[src/rtl/casc_counter.sv]
module casc_counter #(
  parameter int WIDTH = 4
) (
  input  logic             clk,
  input  logic             clr_n,
  input  logic             ld_n,
  input  logic             en_p,
  input  logic             en_t,
  input  logic [WIDTH-1:0] din,
  output logic [WIDTH-1:0] cnt,
  output logic             term
);

  localparam logic [WIDTH-1:0] TOP = {WIDTH{1'b1}};

  wire step = en_p & en_t;

  always_ff @(posedge clk) begin
    if (!clr_n)     cnt <= '0;
    else if (!ld_n) cnt <= din;
    else if (step)  cnt <= cnt + 1'b1;
  end

  assign term = en_t & (cnt == TOP);

  logic armed = 1'b0;
  always_ff @(posedge clk)
    if (!clr_n) armed <= 1'b1;


  clear_wins_chk: assert property (@(posedge clk) disable iff (!armed)
    !clr_n |=> cnt == '0);


  load_takes_din_chk: assert property (@(posedge clk) disable iff (!armed)
    clr_n && !ld_n |=> cnt == $past(din));


  count_step_chk: assert property (@(posedge clk) disable iff (!armed)
    clr_n && ld_n && en_p && en_t |=> cnt == WIDTH'($past(cnt) + 1'b1));


  hold_chk: assert property (@(posedge clk) disable iff (!armed)
    clr_n && ld_n && !(en_p && en_t) |=> $stable(cnt));


  term_after_climb_chk: assert property (@(posedge clk) disable iff (!armed)
    clr_n && ld_n && en_p && en_t && cnt == TOP - 1'b1 |=> term == en_t);


  term_needs_trickle_chk: assert property (@(posedge clk) disable iff (!armed)
    term |-> en_t);

endmodule

[config.mk]
export PLATFORM = sky130hd
export DESIGN_NAME = casc_counter
export DESIGN_NICKNAME = d
export VERILOG_FILES = /design/src/rtl/casc_counter.sv
export SDC_FILE = /design/constraint.sdc
export NUM_CORES = 1
export LEC_CHECK = 0
export CAP_MARGIN = 20
export CORE_AREA = 5 5 42 44
export CTS_CLUSTER_DIAMETER = 50
export DETAILED_ROUTE_END_ITERATION = 10
export DIE_AREA = 0 0 47 49
export GPL_TIMING_DRIVEN = 0
export PLACE_DENSITY = 0.49
export REMOVE_ABC_BUFFERS = 1
export SYNTH_ARGS = -nofsm -noshare
export SYNTH_HDL_FRONTEND = slang
export SYNTH_SLANG_ARGS = --single-unit
[constraint.sdc]
create_clock -name clk -period 1.1 [get_ports clk]
set_input_delay 0.22 -clock clk [delete_from_list [all_inputs] [get_ports clk]]
set_output_delay 0.22 -clock clk [all_outputs]
set_load 0.01 [all_outputs]
==> results.md <==
* Status: complete, but fails checks
* Failing checks: setup timing
* Slowest-stage cell, CP: dfxtp_4
* Worst r2r path cells at 3
* CP endpoint kind: output port
* Final setup fails at 1
* DRC Markers at 0
* Initial Utilization at 0.146
* Vias at 244
* Post-CTS Hold Fix Bufs at 0
* Largest family of logic cells by synthesized area: simple AND/OR/NAND/NOR gates
* WS Path Type: flop to output port
* Largest regs: cnt x4
* Power density cells at approximately 1100 nW/um2
* Max-cap violation count at 0
* Antenna-violating nets left at 0
* Worst min path class: primary input to flop
* Synthesis-stage register bit count at 4
* Unrepaired setup endpoints after global routing: yes
* DP Area at around 360 um2
* Setup crit start: cnt[1]$_SDFFE_PN0P_
* Per-cell routed wire length at ~11 um
* CTS tree: yes
* Util after Layout at 0.281
* First-pass GRT wire length at 897 um
* Distinct cells, synth at 15
* Cells after Synth at 24
* Post-CTS setup buffer count at 0
* Syn Area/Cell at 8.55 um2
* Max VDD drop at 0.000285 V
* Number of buffers created by CTS at 3
* Leak at between 0.15 and 0.2 nW
* Post-DP HPWL at between 400 and 500 um
* Initial antenna violation count at 0
* CP top delay family: flip-flops
* Vias in the first global route at roughly 210
* Hold path cells at 3
* Final wirelength at 615 um
* 1st-iter DRT viols at 3
* Post-Synth Simple-Gate Area at 0.238
* Worst EP required at 880 ps
* Mapped Area at 205 um2
* Rel. slew slack at 0.831
* Reg-to-Reg End: cnt[1]$_SDFFE_PN0P_
* Largest net degree at the start of global routing at 9
* Setup slack, reg-to-reg at 90 ps
* Synth Area in Compound Gates at 0.207
* Ant diodes at 0
* Max Clock Freq at 799 MHz
* Fin crit share at 1.14
* Max reg flops at 4
* Final #Nets at 52
* Final hold vios at 0
* Congestion Overflow GR at 0
* Fraction of the yosys area taken by sequential cells at 0.390
* I/O pins at 14
* Synth-to-layout area growth at 92.1%
* # H-tree levels at 1
* Mux cell area share after synthesis at 0
* CTS clock-pin slew for the worst setup and hold paths at 40 ps
* Gr usage total at 0.0577
* CP endpoint: term
* Die ar. at 2300 um2
* Critical R2R Launch: cnt[0]$_SDFFE_PN0P_
* Clock Tree Buf Depth at 2
* Final setup margin at -152 ps
* Port bufs at 13
* Crit path arrival time at 1030 ps
* Worst setup SP type: flop
* CP Buf/Inv Count at 1
* Rows at 14
* CTS sink count at 4
* Gpl congestion at 0.638
* Drt pass-1 iters at 4
* Yosys warns at 0
* FF+latch area at 88.8 um2
* Critical Path Stages at 3
* Critical Path, Cell by Cell: ha_4 -> and4_4 -> buf_6
* Die Span Y at a little under 50 um
* Final Slew Violations at 0
* Synth Area in Adders at 0.0610
* Tot Pwr at approximately 440 uW
* Min Hold Slack at 471 ps
* Max FO, Critical Path at 4
* Clock Skews at 1.57 ps
* Design area at 394 um2
* CORE AREA at around 1400 um2
* Setup TNS at -152 ps
* XOR/XNOR share of the synthesized area at 0.0854
* Fillers at approximately 170
* Worst path max stage delay at 360 ps
* Post-route minimum period at 1250 ps
* Multi-input gate area at 135 um2
* Vias per std cell at approximately 4.4
* Die Width at 47 um
* Clk_lat worst skew at 230 ps
* Worst-margin pin slew at approximately 250 ps
* CTS Root Cell: clkbuf_4
* Biggest register: cnt
* Share of cells above drive strength 1 at 0.300
placed cells by master, fill, tap and decap left out:
cell,n
clkdlybuf4s50_1,6
nand3_1,3
o21ai_0,3
clkbuf_4,3
dlygate4sd2_1,3
xor2_1,2
nor2_1,2
dfxtp_4,2
and4_4,1
nand2_2,1
or3_1,1
a31oi_1,1
inv_1,1
a211oi_1,1
a21oi_1,1
nand2_1,1
a311oi_1,1
ha_4,1
dfxtp_2,1
dfxtp_1,1
clkdlybuf4s15_1,1
clkdlybuf4s15_2,1
clkbuf_2,1
buf_6,1
where the power goes:
group	switching [mW]	internal, mW
combinational	0.0347	0.0489
clock	0.0592	0.122
sequential	0.0145	0.157
total	0.108	0.328
logic make-up after synthesis:
| group | Yosys count |
|---|---|
| xor+xnor | 2 |
| flops | 4 |
| fa+ha+maj | 1 |
| compound gates | 7 |
| buf+inv | 1 |
| simple gates | 9 |
synth_stat cells:
library cell | count | area, um2
nand2_2 | 1 | 6.26
xor2_1 | 2 | 17.5
a311oi_1 | 1 | 8.76
a211oi_1 | 1 | 7.51
or3_1 | 1 | 6.26
inv_1 | 1 | 3.75
nand3_1 | 3 | 15.0
o21ai_0 | 3 | 15.0
and4_2 | 1 | 10.0
dfxtp_1 | 4 | 80.1
a21oi_1 | 1 | 5.00
nor2_1 | 2 | 7.51
a31oi_1 | 1 | 6.26
ha_1 | 1 | 12.5
nand2_1 | 1 | 3.75
worst min path at each step:
stage | start | to | slack [ps]
after floorplan | ld_n | cnt[2]$_SDFFE_PN0P_ | 310
after global placement | cnt[3]$_SDFFE_PN0P_ | cnt[3]$_SDFFE_PN0P_ | 500
after detailed placement | cnt[1]$_SDFFE_PN0P_ | cnt[1]$_SDFFE_PN0P_ | 520
after CTS | en_p | cnt[1]$_SDFFE_PN0P_ | 470
after global routing | en_p | cnt[1]$_SDFFE_PN0P_ | 480
final | en_p | cnt[1]$_SDFFE_PN0P_ | 470
per-stage QoR:
step,setup WS (ps),cells
after floorplan,53.1,24
after global placement,-629,53
after detailed placement,-631,53
after CTS,-189,56
after global routing,-184,56
final,-152,56
area by class of cell:
class,instances,area share
multi-input cells,19,0.343
inverters,1,0.00952
clock buffers,3,0.0571
flip-flops and latches,4,0.225
well taps,16,0.0508
repair buffers,13,0.314
metal layers:
metal / share of wire / global-route usage / up-vias / wire, um
met2: 0.46 / 0.0724 / 10 / 283
met3: 0.096 / 0.0111 / 2 / 59
met4: 0.021 / 0.0691 / 0 / 13
met5: 0 / 0 / - / 0
met1: 0.42 / 0.0702 / 109 / 258
li1: - / - / 123 / -
worst min-delay path, delay by kind of cell:
kind,cells,cell delay [ps]
buffers and inverters,1,260
AND/OR/NAND/NOR,1,100
AO/OA/AOI/OAI,1,80
timing repair:
item	4_1_cts	5_1_grt
endpoints found under the setup margin	6	6
resized for setup	18	6
pin swaps	1	0
No activity file was read; power rests on OpenSTA's default activity.
